==> config.mk <==
export PLATFORM = sky130hd
export DESIGN_NAME = dedup_engine
export DESIGN_NICKNAME = d
export VERILOG_FILES = /design/src/rtl/dedup_pkg.sv /design/src/rtl/dedup_fsm.sv /design/src/rtl/dedup_datapath.sv /design/src/rtl/dedup_engine.sv
export SDC_FILE = /design/constraint.sdc
export NUM_CORES = 1
export LEC_CHECK = 0
export ABC_AREA = 1
export ABC_CLOCK_PERIOD_IN_PS = 7000
export CAP_MARGIN = 20
export CELL_PAD_IN_SITES_DETAIL_PLACEMENT = 0
export CELL_PAD_IN_SITES_GLOBAL_PLACEMENT = 1
export CORE_UTILIZATION = 43
export DETAILED_ROUTE_END_ITERATION = 7
export PLACE_DENSITY = 0.9
export SYNTH_ARGS = -nofsm -noshare
export SYNTH_HDL_FRONTEND = slang
export SYNTH_SLANG_ARGS = --single-unit
export TNS_END_PERCENT = 100
==> constraint.sdc <==
create_clock -name clk -period 7 [get_ports clk]
set_clock_uncertainty 0.2 [all_clocks]
set_input_delay 1.4 -clock clk [delete_from_list [all_inputs] [get_ports clk]]
set_output_delay 1.4 -clock clk [all_outputs]
set_load 0.05 [all_outputs]
==> src/rtl/dedup_pkg.sv <==
package dedup_pkg;
    typedef enum logic [2:0] {
        ST_IDLE,
        ST_FETCH_PREV,
        ST_FETCH_CUR,
        ST_COMPARE,
        ST_STORE,
        ST_FINISH
    } dd_state_e;
endpackage

==> src/rtl/dedup_fsm.sv <==
module dedup_fsm
    import dedup_pkg::*;
(
    input  logic      clk,
    input  logic      rst_n,
    input  logic      start,
    input  logic      few_elems,
    input  logic      last_elem,
    input  logic      vals_equal,
    output dd_state_e state_q
);
    dd_state_e state_d;

    always_ff @(posedge clk or negedge rst_n) begin
        if (!rst_n) state_q <= ST_IDLE;
        else        state_q <= state_d;
    end

    always_comb begin
        state_d = state_q;
        unique case (state_q)
            ST_IDLE:       if (start) state_d = few_elems ? ST_FINISH : ST_FETCH_PREV;
            ST_FETCH_PREV: state_d = ST_FETCH_CUR;
            ST_FETCH_CUR:  state_d = ST_COMPARE;
            ST_COMPARE: begin
                if (!vals_equal)    state_d = ST_STORE;
                else if (last_elem) state_d = ST_FINISH;
                else                state_d = ST_FETCH_PREV;
            end
            ST_STORE:      state_d = last_elem ? ST_FINISH : ST_FETCH_PREV;
            ST_FINISH:     state_d = ST_IDLE;
            default:       state_d = ST_IDLE;
        endcase
    end

    // a busy state never falls back to idle, whatever start does
    a_r8_busy_no_restart: assert property (@(posedge clk) disable iff (!rst_n)
        (state_q != ST_IDLE && state_q != ST_FINISH && start) |=> (state_q != ST_IDLE));
    // completion lasts one state
    a_r7_finish_once: assert property (@(posedge clk) disable iff (!rst_n)
        (state_q == ST_FINISH) |=> (state_q == ST_IDLE));
    // leaving idle needs start
    a_r2_idle_holds: assert property (@(posedge clk) disable iff (!rst_n)
        (state_q == ST_IDLE && !start) |=> (state_q == ST_IDLE));
endmodule

==> src/rtl/dedup_datapath.sv <==
module dedup_datapath
    import dedup_pkg::*;
#(
    parameter int ADDR_W = 16,
    parameter int DATA_W = 32,
    parameter int CNT_W  = 12
) (
    input  logic              clk,
    input  logic              rst_n,
    input  dd_state_e         state_q,
    input  logic              start,
    input  logic [ADDR_W-1:0] base_addr,
    input  logic [CNT_W-1:0]  elem_count,
    input  logic [DATA_W-1:0] mem_rdata,
    output logic [ADDR_W-1:0] mem_addr,
    output logic              mem_we,
    output logic [DATA_W-1:0] mem_wdata,
    output logic              few_elems,
    output logic              last_elem,
    output logic              vals_equal,
    output logic [CNT_W-1:0]  result
);
    localparam int OFF_W = CNT_W + 2;

    logic [ADDR_W-1:0] base_q;
    logic [CNT_W-1:0]  count_q;
    logic [CNT_W-1:0]  idx_q;
    logic [OFF_W-1:0]  dup_off_q;
    logic [DATA_W-1:0] prev_q;
    logic [DATA_W-1:0] cur_q;
    logic [CNT_W-1:0]  result_q;

    logic [OFF_W-1:0]  idx_off;
    logic [OFF_W-1:0]  dup_off_inc;
    logic [ADDR_W-1:0] cur_addr;
    logic [ADDR_W-1:0] prev_addr;
    logic [ADDR_W-1:0] store_addr;
    logic [CNT_W-1:0]  dup_cnt;
    logic [CNT_W-1:0]  dup_cnt_inc;

    assign idx_off     = {idx_q, 2'b00};
    assign dup_off_inc = dup_off_q + OFF_W'(4);
    assign dup_cnt     = dup_off_q[OFF_W-1:2];
    assign dup_cnt_inc = dup_off_inc[OFF_W-1:2];
    assign cur_addr    = base_q + ADDR_W'(idx_off);
    assign prev_addr   = cur_addr - ADDR_W'(4);
    assign store_addr  = cur_addr - ADDR_W'(dup_off_q);

    assign few_elems  = (elem_count < CNT_W'(2));
    assign last_elem  = (idx_q == count_q - CNT_W'(1));
    assign vals_equal = (mem_rdata == prev_q);
    assign result     = result_q;

    always_ff @(posedge clk or negedge rst_n) begin
        if (!rst_n) begin
            base_q    <= '0;
            count_q   <= '0;
            idx_q     <= '0;
            dup_off_q <= '0;
            prev_q    <= '0;
            cur_q     <= '0;
            result_q  <= '0;
        end else begin
            unique case (state_q)
                ST_IDLE: if (start) begin
                    base_q    <= base_addr;
                    count_q   <= elem_count;
                    idx_q     <= CNT_W'(1);
                    dup_off_q <= '0;
                    if (few_elems) result_q <= elem_count;
                end
                ST_FETCH_CUR: prev_q <= mem_rdata;
                ST_COMPARE: begin
                    cur_q <= mem_rdata;
                    if (vals_equal) begin
                        dup_off_q <= dup_off_inc;
                        idx_q     <= idx_q + CNT_W'(1);
                        if (last_elem) result_q <= count_q - dup_cnt_inc;
                    end
                end
                ST_STORE: begin
                    idx_q <= idx_q + CNT_W'(1);
                    if (last_elem) result_q <= count_q - dup_cnt;
                end
                default: ;
            endcase
        end
    end

    always_comb begin
        mem_we    = 1'b0;
        mem_wdata = cur_q;
        mem_addr  = cur_addr;
        unique case (state_q)
            ST_FETCH_PREV: mem_addr = prev_addr;
            ST_FETCH_CUR:  mem_addr = cur_addr;
            ST_STORE: begin
                mem_addr = store_addr;
                mem_we   = 1'b1;
            end
            default: ;
        endcase
    end

    // a match is never followed by a write
    a_r3_equal_no_write: assert property (@(posedge clk) disable iff (!rst_n)
        (state_q == ST_COMPARE && vals_equal) |=> !mem_we);
    // duplicates never outnumber the scanned index
    a_r4_dup_bound: assert property (@(posedge clk) disable iff (!rst_n)
        (state_q != ST_IDLE) |-> (dup_cnt <= idx_q));
    // writes stay word-aligned relative to the base
    a_r9_aligned_write: assert property (@(posedge clk) disable iff (!rst_n)
        mem_we |-> (mem_addr[1:0] == base_q[1:0]));
    // reported count never exceeds the element count
    a_r5_result_bound: assert property (@(posedge clk) disable iff (!rst_n)
        (state_q == ST_FINISH) |-> (result_q <= count_q && (count_q == '0 || result_q != '0)));
endmodule

==> src/rtl/dedup_engine.sv <==
module dedup_engine
    import dedup_pkg::*;
#(
    parameter int ADDR_W = 16,
    parameter int DATA_W = 32,
    parameter int CNT_W  = 12
) (
    input  logic              clk,
    input  logic              rst_n,
    input  logic              start,
    input  logic [ADDR_W-1:0] base_addr,
    input  logic [CNT_W-1:0]  elem_count,
    output logic              done,
    output logic [CNT_W-1:0]  result,
    output logic [ADDR_W-1:0] mem_addr,
    output logic              mem_we,
    output logic [DATA_W-1:0] mem_wdata,
    input  logic [DATA_W-1:0] mem_rdata
);
    dd_state_e state_q;
    logic      few_elems;
    logic      last_elem;
    logic      vals_equal;

    dedup_fsm u_fsm (
        .clk        (clk),
        .rst_n      (rst_n),
        .start      (start),
        .few_elems  (few_elems),
        .last_elem  (last_elem),
        .vals_equal (vals_equal),
        .state_q    (state_q)
    );

    dedup_datapath #(
        .ADDR_W (ADDR_W),
        .DATA_W (DATA_W),
        .CNT_W  (CNT_W)
    ) u_dp (
        .clk        (clk),
        .rst_n      (rst_n),
        .state_q    (state_q),
        .start      (start),
        .base_addr  (base_addr),
        .elem_count (elem_count),
        .mem_rdata  (mem_rdata),
        .mem_addr   (mem_addr),
        .mem_we     (mem_we),
        .mem_wdata  (mem_wdata),
        .few_elems  (few_elems),
        .last_elem  (last_elem),
        .vals_equal (vals_equal),
        .result     (result)
    );

    assign done = (state_q == ST_FINISH);

    // done is a single-cycle pulse
    a_r7_done_pulse: assert property (@(posedge clk) disable iff (!rst_n)
        done |=> !done);
    // no write in the cycle done is raised
    a_r6_no_write_at_done: assert property (@(posedge clk) disable iff (!rst_n)
        done |-> !mem_we);
endmodule

==> run_results.csv, run 1 <==
group,metric,value,unit
global_routing,grt_pass1_vias,8204,
detailed_routing,drt_iter0_markers,586,
detailed_routing,wl_per_cell,14.0,um
global_routing,grt_pass1_wl,40000,um
detailed_routing,drcViolationCount,0,
worst_hold_path,min_from,"u_dp.base_q[0]",
pwr,ir_drop,299,uV
timing,fmax,163,MHz
global_routing,antenna_found_initial,0,
timing,min_period,6.12,ns
floorplanning,initial_core_util,44.2,%
yosys,yosys_warnings,0,
critical_path,crit_required,5.40,ns
layout,nFillCells,1982,
layout,finalInstanceArea,11100,um^2
timing,slew_headroom,38.4,%
critical_path,rrSetupSlack,3.52,ns
yosys,synth_edf_count,0,
cts,cts_made_buffers,17,
cts,htree_levels,4,
cts,post_cts_resized,0,
floorplanning,die-area,21500,um^2
global_routing,gr-total-overflow,0,
place,dp_hpwl,18100,um
critical_path,worstPathArrival,4.52,ns
cts,clockBufferDepth,2,
flow_run,maxCapViolCount,0,
critical_path,timing.rr.end,"u_dp.result[11]",
cts,cts_hold_buf,0,
layout,register_area,3280,um^2
yosys,yosys_register_bits,131,
layout,fin_util,54.3,%
worst_hold_path,min_to,"u_dp.base_q[0]",
floorplanning,io_pins,125,
place,pre_cts_slack,1.31,ns
critical_path,crit_path_end_kind,"output port",
timing,rsz0062_at_grt,"false",
floorplanning,chipHeight,147,um
critical_path,rr_startpoint,"u_fsm.state_q[1]",
critical_path,r2r_cells,15,
timing,finalSetupViolations,0,
layout,multi_input_area,4950,um^2
place,gp_congestion,0.891,
yosys,synthFlopType,"dfrtp_1",
cts,path_clk_slew,0.06,ns
timing,postLayoutSetupSlackWorst,0.878,ns
worst_hold_path,hold_depth,2,
layout,drive_above_1_share,5.75,%
cts,cts.sinks,131,
timing,fin_tns_setup,0,ns
detailed_routing,routed-via-count,8515,
cts,clockRootBuffer,"clkbuf_16",
cts,clkLatencyLatePin,0.43,ns
global_routing,grt_max_degree,74,
yosys,synth_area_per_cell,6.95,um^2
layout,syn_to_final_growth,22.7,%
critical_path,cp_max_fo,7,
floorplanning,rows,52,
pwr,leakage,5.42,nW
detailed_routing,dr.pass1.iters,5,
yosys,seq_area_frac_synth,36.4,%
yosys,netlist_area,9010,um^2
floorplanning,core_area,20400,um^2
detailed_routing,postRouteAntennaNets,0,
critical_path,worstSetupStartpointType,"register",
floorplanning,dieWidth,147,um
layout,n_antenna_cell,0,
global_routing,grt_use_total,23.3,%
layout,nNetsFinal,1519,
timing,slew_violations,0,
cts,cts_tree,"yes",
pwr,powerDensity,550,nW/um^2
run_status,status,"finished, final reports clean",
place,io_buffer_count,124,
yosys,postSynthCellCount,1297,
critical_path,path_class,"reg -> out",
detailed_routing,vias_per_cell,5.02,
yosys,netlist-cell-type-count,37,
timing,worstMarginPinSlew,0.923,ns
detailed_routing,drt_wl_total,23800,um
timing,hold_viol,0,
place,placed_area,10500,um^2
worst_hold_path,hp-class,"reg -> reg",
timing,timing.final.crit_share,87.5,%
cts,post_cts_buffers,0,
yosys,synth_fp_nets,1403,
yosys,async_flop_share,100,%
worst max-delay path by stage:
| stage | from | to | slack, ns | depth (start not counted) |
|---|---|---|---|---|
| final | u_dp.idx_q[0] | mem_addr[15] | 0.88 | 20 |
| after CTS | u_dp.idx_q[0] | mem_addr[15] | 0.85 | 20 |
| after global placement | u_dp.idx_q[0] | mem_addr[15] | 1.39 | 20 |
| after floorplan | u_dp.idx_q[0] | mem_addr[11] | 2.20 | 17 |
| after global routing | u_dp.idx_q[0] | mem_addr[15] | 0.46 | 20 |
| after detailed placement | u_dp.idx_q[0] | mem_addr[15] | 1.31 | 20 |
synth_stat cells, drive strengths merged, types with 3 or more instances:
master    n  area share (%)
nand2   411              17
inv     172             7.2
o21ai   140             8.2
dfrtp   131              36
nand3   101             5.7
nor2     96             4.5
a21oi    51             3.0
ha       41             5.7
xnor2    33             3.2
xor2     22             2.1
clkbuf   21            0.87
nand4    19             1.3
buf      11            0.74
nor3     10            0.68
o21a      6            0.50
or2       6            0.42
o211ai    5            0.42
a31oi     4            0.28
o221ai    4            0.39
a21o      3            0.25
per-layer routing:
layer	GRT usage, %	up-vias	wire length [um]
met5	0	-	0
met4	5.42	0	258
met3	5.50	20	1310
met2	39.3	195	11200
met1	30.0	3892	11100
li1	-	4408	-
layout make-up:
class,count,area share (%)
inverters,172,5.84
flip-flops and latches,131,29.6
well taps,270,3.06
repair buffers,129,11.7
clock inverters,14,1.06
multi-input cells,962,44.7
clock buffers,18,3.97
placed cells by master, fill, tap and decap left out, drive strengths merged, types with 3 or more instances in the layout:
cell type / instances
xor2: 22
inv: 179
ha: 41
o21ai: 140
a21oi: 51
clkdlybuf4s50: 123
o211ai: 5
buf: 6
nor3: 10
o221ai: 4
nand2: 411
or2: 6
nor2: 96
dfrtp: 131
o21a: 6
clkinv: 6
nand3: 101
xnor2: 33
nand4: 19
a31oi: 4
a21o: 3
clkbuf: 18
flip-flops by register name (all words and copies together) (netlist names):
name            cells
u_dp.mem_wdata     32
u_dp.prev_q        32
u_dp.base_q        16
u_dp.count_q       12
u_dp.dup_off_q     12
u_dp.idx_q         12
u_dp.result        12
u_fsm.state_q       3
logic make-up after synthesis:
family / count (synthesis) / synth area share, %
compound gates: 216 / 13.2
xor+xnor: 55 / 5.35
fa+ha+maj: 43 / 6.14
buf+inv: 204 / 8.78
flops: 131 / 36.4
other cells: 2 / 0.0834
simple gates: 646 / 30.1
worst max-delay path: stages, from the launching register on:
cell and delay [ns]:
dfrtp_1 0.45, ha_1 0.26, inv_1 0.07, fa_1 0.39, inv_1 0.09, nand3_1 0.08
nand2_2 0.12, nand2_1 0.06, nand2_1 0.07, xnor2_1 0.20, inv_1 0.15, ha_1 0.41
nand2_1 0.10, nor2_1 0.12, nand4_1 0.09, o211ai_1 0.28, nand2_1 0.14, nand4_1 0.11
nand3_1 0.07, nand2_1 0.08, clkdlybuf4s50_1 0.79
stage by stage:
step	hold WS, ns	total power (W)	cells
floorplan	0.240	0.00415	1297
global placement	0.256	0.00518	1663
detailed placement	0.264	0.00522	1664
CTS	0.278	0.00610	1696
global route	0.300	0.00659	1696
finish	0.274	0.00608	1696
where the power goes:
group | total (W) | switching [W] | internal, W
Sequential | 0.00133 | 0.000254 | 0.00108
Clock | 0.000858 | 0.000385 | 0.000473
Combinational | 0.00389 | 0.00259 | 0.00129
Total | 0.00608 | 0.00323 | 0.00285
Power figures use the tool's default switching activity.
==> inputs of run 2 (changes only) <==
Settings changed: ABC_CLOCK_PERIOD_IN_PS 7000 to 4900, CORE_UTILIZATION 43 to 36, MAX_ROUTING_LAYER set to met4, PLACE_DENSITY 0.9 to not set, PLACE_DENSITY_LB_ADDON set to 0.1.
Clock period 7 ns to 4.9 ns, I/O delays scaled along.
==> run 2 against run 1 <==
  * Total power up 49%
  * Setup slack worse by 0.73 ns
  * Final cell count grew 3.8%
  * Global-route usage decreased by 2.3 points
  * Combinational power rose by 51%
  * Cell area is 4.2% higher
  * Sequential cell count unchanged
  * Clock power is 48% higher
  * Via count down 1.2%
  * First-iteration DRC count decreased by 16%
  * Largest cell class unchanged
  * Largest power group unchanged
==> run_results.csv, run 2 (same netlist as run 1, synthesis figures left out) <==
group,metric,value,unit
detailed_routing,dr.pass1.iters,7,
timing,timing.final.crit_share,96.9,%
timing,min_period,4.75,ns
pwr,finalPower,0.00907,W
pwr,p_sw,0.00476,W
critical_path,worstPathArrival,3.57,ns
cts,cts.sinks,131,
timing,slew_violations,0,
cts,clockBufferDepth,2,
place,gp_congestion,0.869,
floorplanning,die-area,25700,um^2
worst_hold_path,hp-class,"reg -> reg",
worst_hold_path,hold_depth,2,
global_routing,grt_pass1_wl,41600,um
run_status,status,"finished, final reports clean",
timing,slew_headroom,37.7,%
pwr,internal_power,0.00431,W
timing,fin_hold_ws,0.282,ns
timing,worstMarginPinSlew,0.934,ns
floorplanning,dieWidth,160,um
critical_path,cp_max_fo,6,
floorplanning,rows,57,
timing,hold_viol,0,
critical_path,crit_required,3.72,ns
place,io_buffer_count,124,
place,pre_cts_slack,0.219,ns
critical_path,worstSetupStartpointType,"register",
floorplanning,initial_core_util,36.8,%
timing,postLayoutSetupSlackWorst,0.150,ns
pwr,p_clk_share,14.0,%
detailed_routing,drt_wl_total,25700,um
pwr,pwr-share-seq,21.1,%
global_routing,antenna_found_initial,0,
cts,cts_made_buffers,17,
detailed_routing,drcViolationCount,0,
floorplanning,core_area,24500,um^2
timing,finalSetupViolations,0,
pwr,ir_drop,603,uV
global_routing,grt_pass1_vias,8026,
layout,drive_above_1_share,9.89,%
timing,fmax,211,MHz
floorplanning,chipHeight,160,um
pwr,leakage,5.51,nW
global_routing,grt_max_degree,91,
cts,cts_hold_buf,0,
layout,n_antenna_cell,0,
layout,syn_to_final_growth,27.9,%
critical_path,crit_path_end_kind,"output port",
cts,path_clk_slew,0.06,ns
pwr,pwr-share-comb,64.9,%
layout,nNetsFinal,1529,
flow_run,maxCapViolCount,0,
critical_path,path_class,"reg -> out",
layout,fin_util,47.1,%
detailed_routing,postRouteAntennaNets,0,
layout,final_common_cell,"nand2_1",
detailed_routing,drt_iter0_markers,491,
pwr,switching_share,52.5,%
cts,cts_tree,"yes",
detailed_routing,wl_per_cell,14.6,um
detailed_routing,vias_per_cell,4.78,
cts,htree_levels,4,
critical_path,r2r_cells,18,
detailed_routing,routed-via-count,8409,
floorplanning,io_pins,125,
global_routing,gr-total-overflow,0,
place,dp_hpwl,19200,um
cts,clockRootBuffer,"clkbuf_16",
cts,clkLatencyLatePin,0.44,ns
global_routing,grt_use_total,21.0,%
layout,mostFrequentLayoutCells,"nand2_1 (399), inv_1 (163), dfrtp_1 (125)",
pwr,powerDensity,787,nW/um^2
==> run 2: changes by cell type in the layout (fill, tap and decap cells not counted), moves of 5 or more <==
cell	change
buf_12	+6
buf_4	+15
clkdlybuf4s50_1	-12
dfrtp_1	-6
dfrtp_2	+6
ha_1	-15
ha_4	+13
nand2_1	-5
==> run 2: what timing repair did <==
action,CTS,global route
pin swaps,1,12
resized for setup,6,48
endpoints found under the setup margin,6,11
buffers inserted,0,4
==> run 2: worst paths after layout <==
check / startpoint / to / slack, ns
max: u_dp.base_q[2] / mem_addr[9] / 0.15
min: u_dp.result[0] / u_dp.result[0] / 0.28
max reg2reg: u_dp.dup_off_q[2] / u_dp.result[11] / 1.53
min reg2reg: u_dp.result[0] / u_dp.result[0] / 0.28
max in group asynchronous: rst_n / u_dp.idx_q[4] / 3.15
min in group asynchronous: rst_n / u_dp.result[1] / 0.44
==> run 2: power by group through the flow <==
| stage | Clock [W] | Sequential [W] | Combinational [W] |
|---|---|---|---|
| after floorplan | 0 | 0.00243 | 0.00350 |
| after global placement | 0 | 0.00191 | 0.00573 |
| after detailed placement | 0 | 0.00191 | 0.00573 |
| after CTS | 0.00130 | 0.00190 | 0.00577 |
| after global routing | 0.00134 | 0.00198 | 0.00652 |
| final | 0.00127 | 0.00192 | 0.00589 |
==> run 2: routing by layer <==
| layer | track usage [%] | wire length (um) | vias up |
|---|---|---|---|
| met5 | - | 0 | - |
| met4 | 6.36 | 494 | 0 |
| met3 | 3.79 | 1120 | 27 |
| met2 | 32.2 | 11700 | 158 |
| met1 | 28.1 | 12300 | 3811 |
| li1 | - | - | 4413 |
==> run 2: final cells by class <==
type	count	area, um^2
repair buffers	139	1420
well taps	324	405
clock inverters	14	136
flip-flops and latches	131	3290
fillers	2500	12900
multi-input cells	962	5190
clock buffers	18	439
inverters	172	646
==> run 2: critical path, cell delays in order, from the launching register on <==
cell and delay, ns:
dfrtp_1 0.40, ha_4 0.15, inv_1 0.06, fa_2 0.40, xor2_1 0.24, inv_1 0.15
ha_1 0.39, o21ai_0 0.10, buf_4 0.16, o21ai_1 0.22, a21oi_1 0.14, or2_2 0.29
nand3_1 0.11, nand3_1 0.15, buf_12 0.19
==> run 2: through the flow <==
step	cell area [um^2]	cells	TNS [ns]
floorplan	9010	1297	0
global placement	10700	1724	0
detailed placement	10700	1724	0
CTS	11300	1756	0
global route	11500	1760	-0.0475
finish	11500	1760	0
==> inputs of run 3 (changes only) <==
Settings changed: ABC_CLOCK_PERIOD_IN_PS 4900 to not set.
==> results of run 3 <==
Final layout, timing and power as in run 2 (identical DEF).
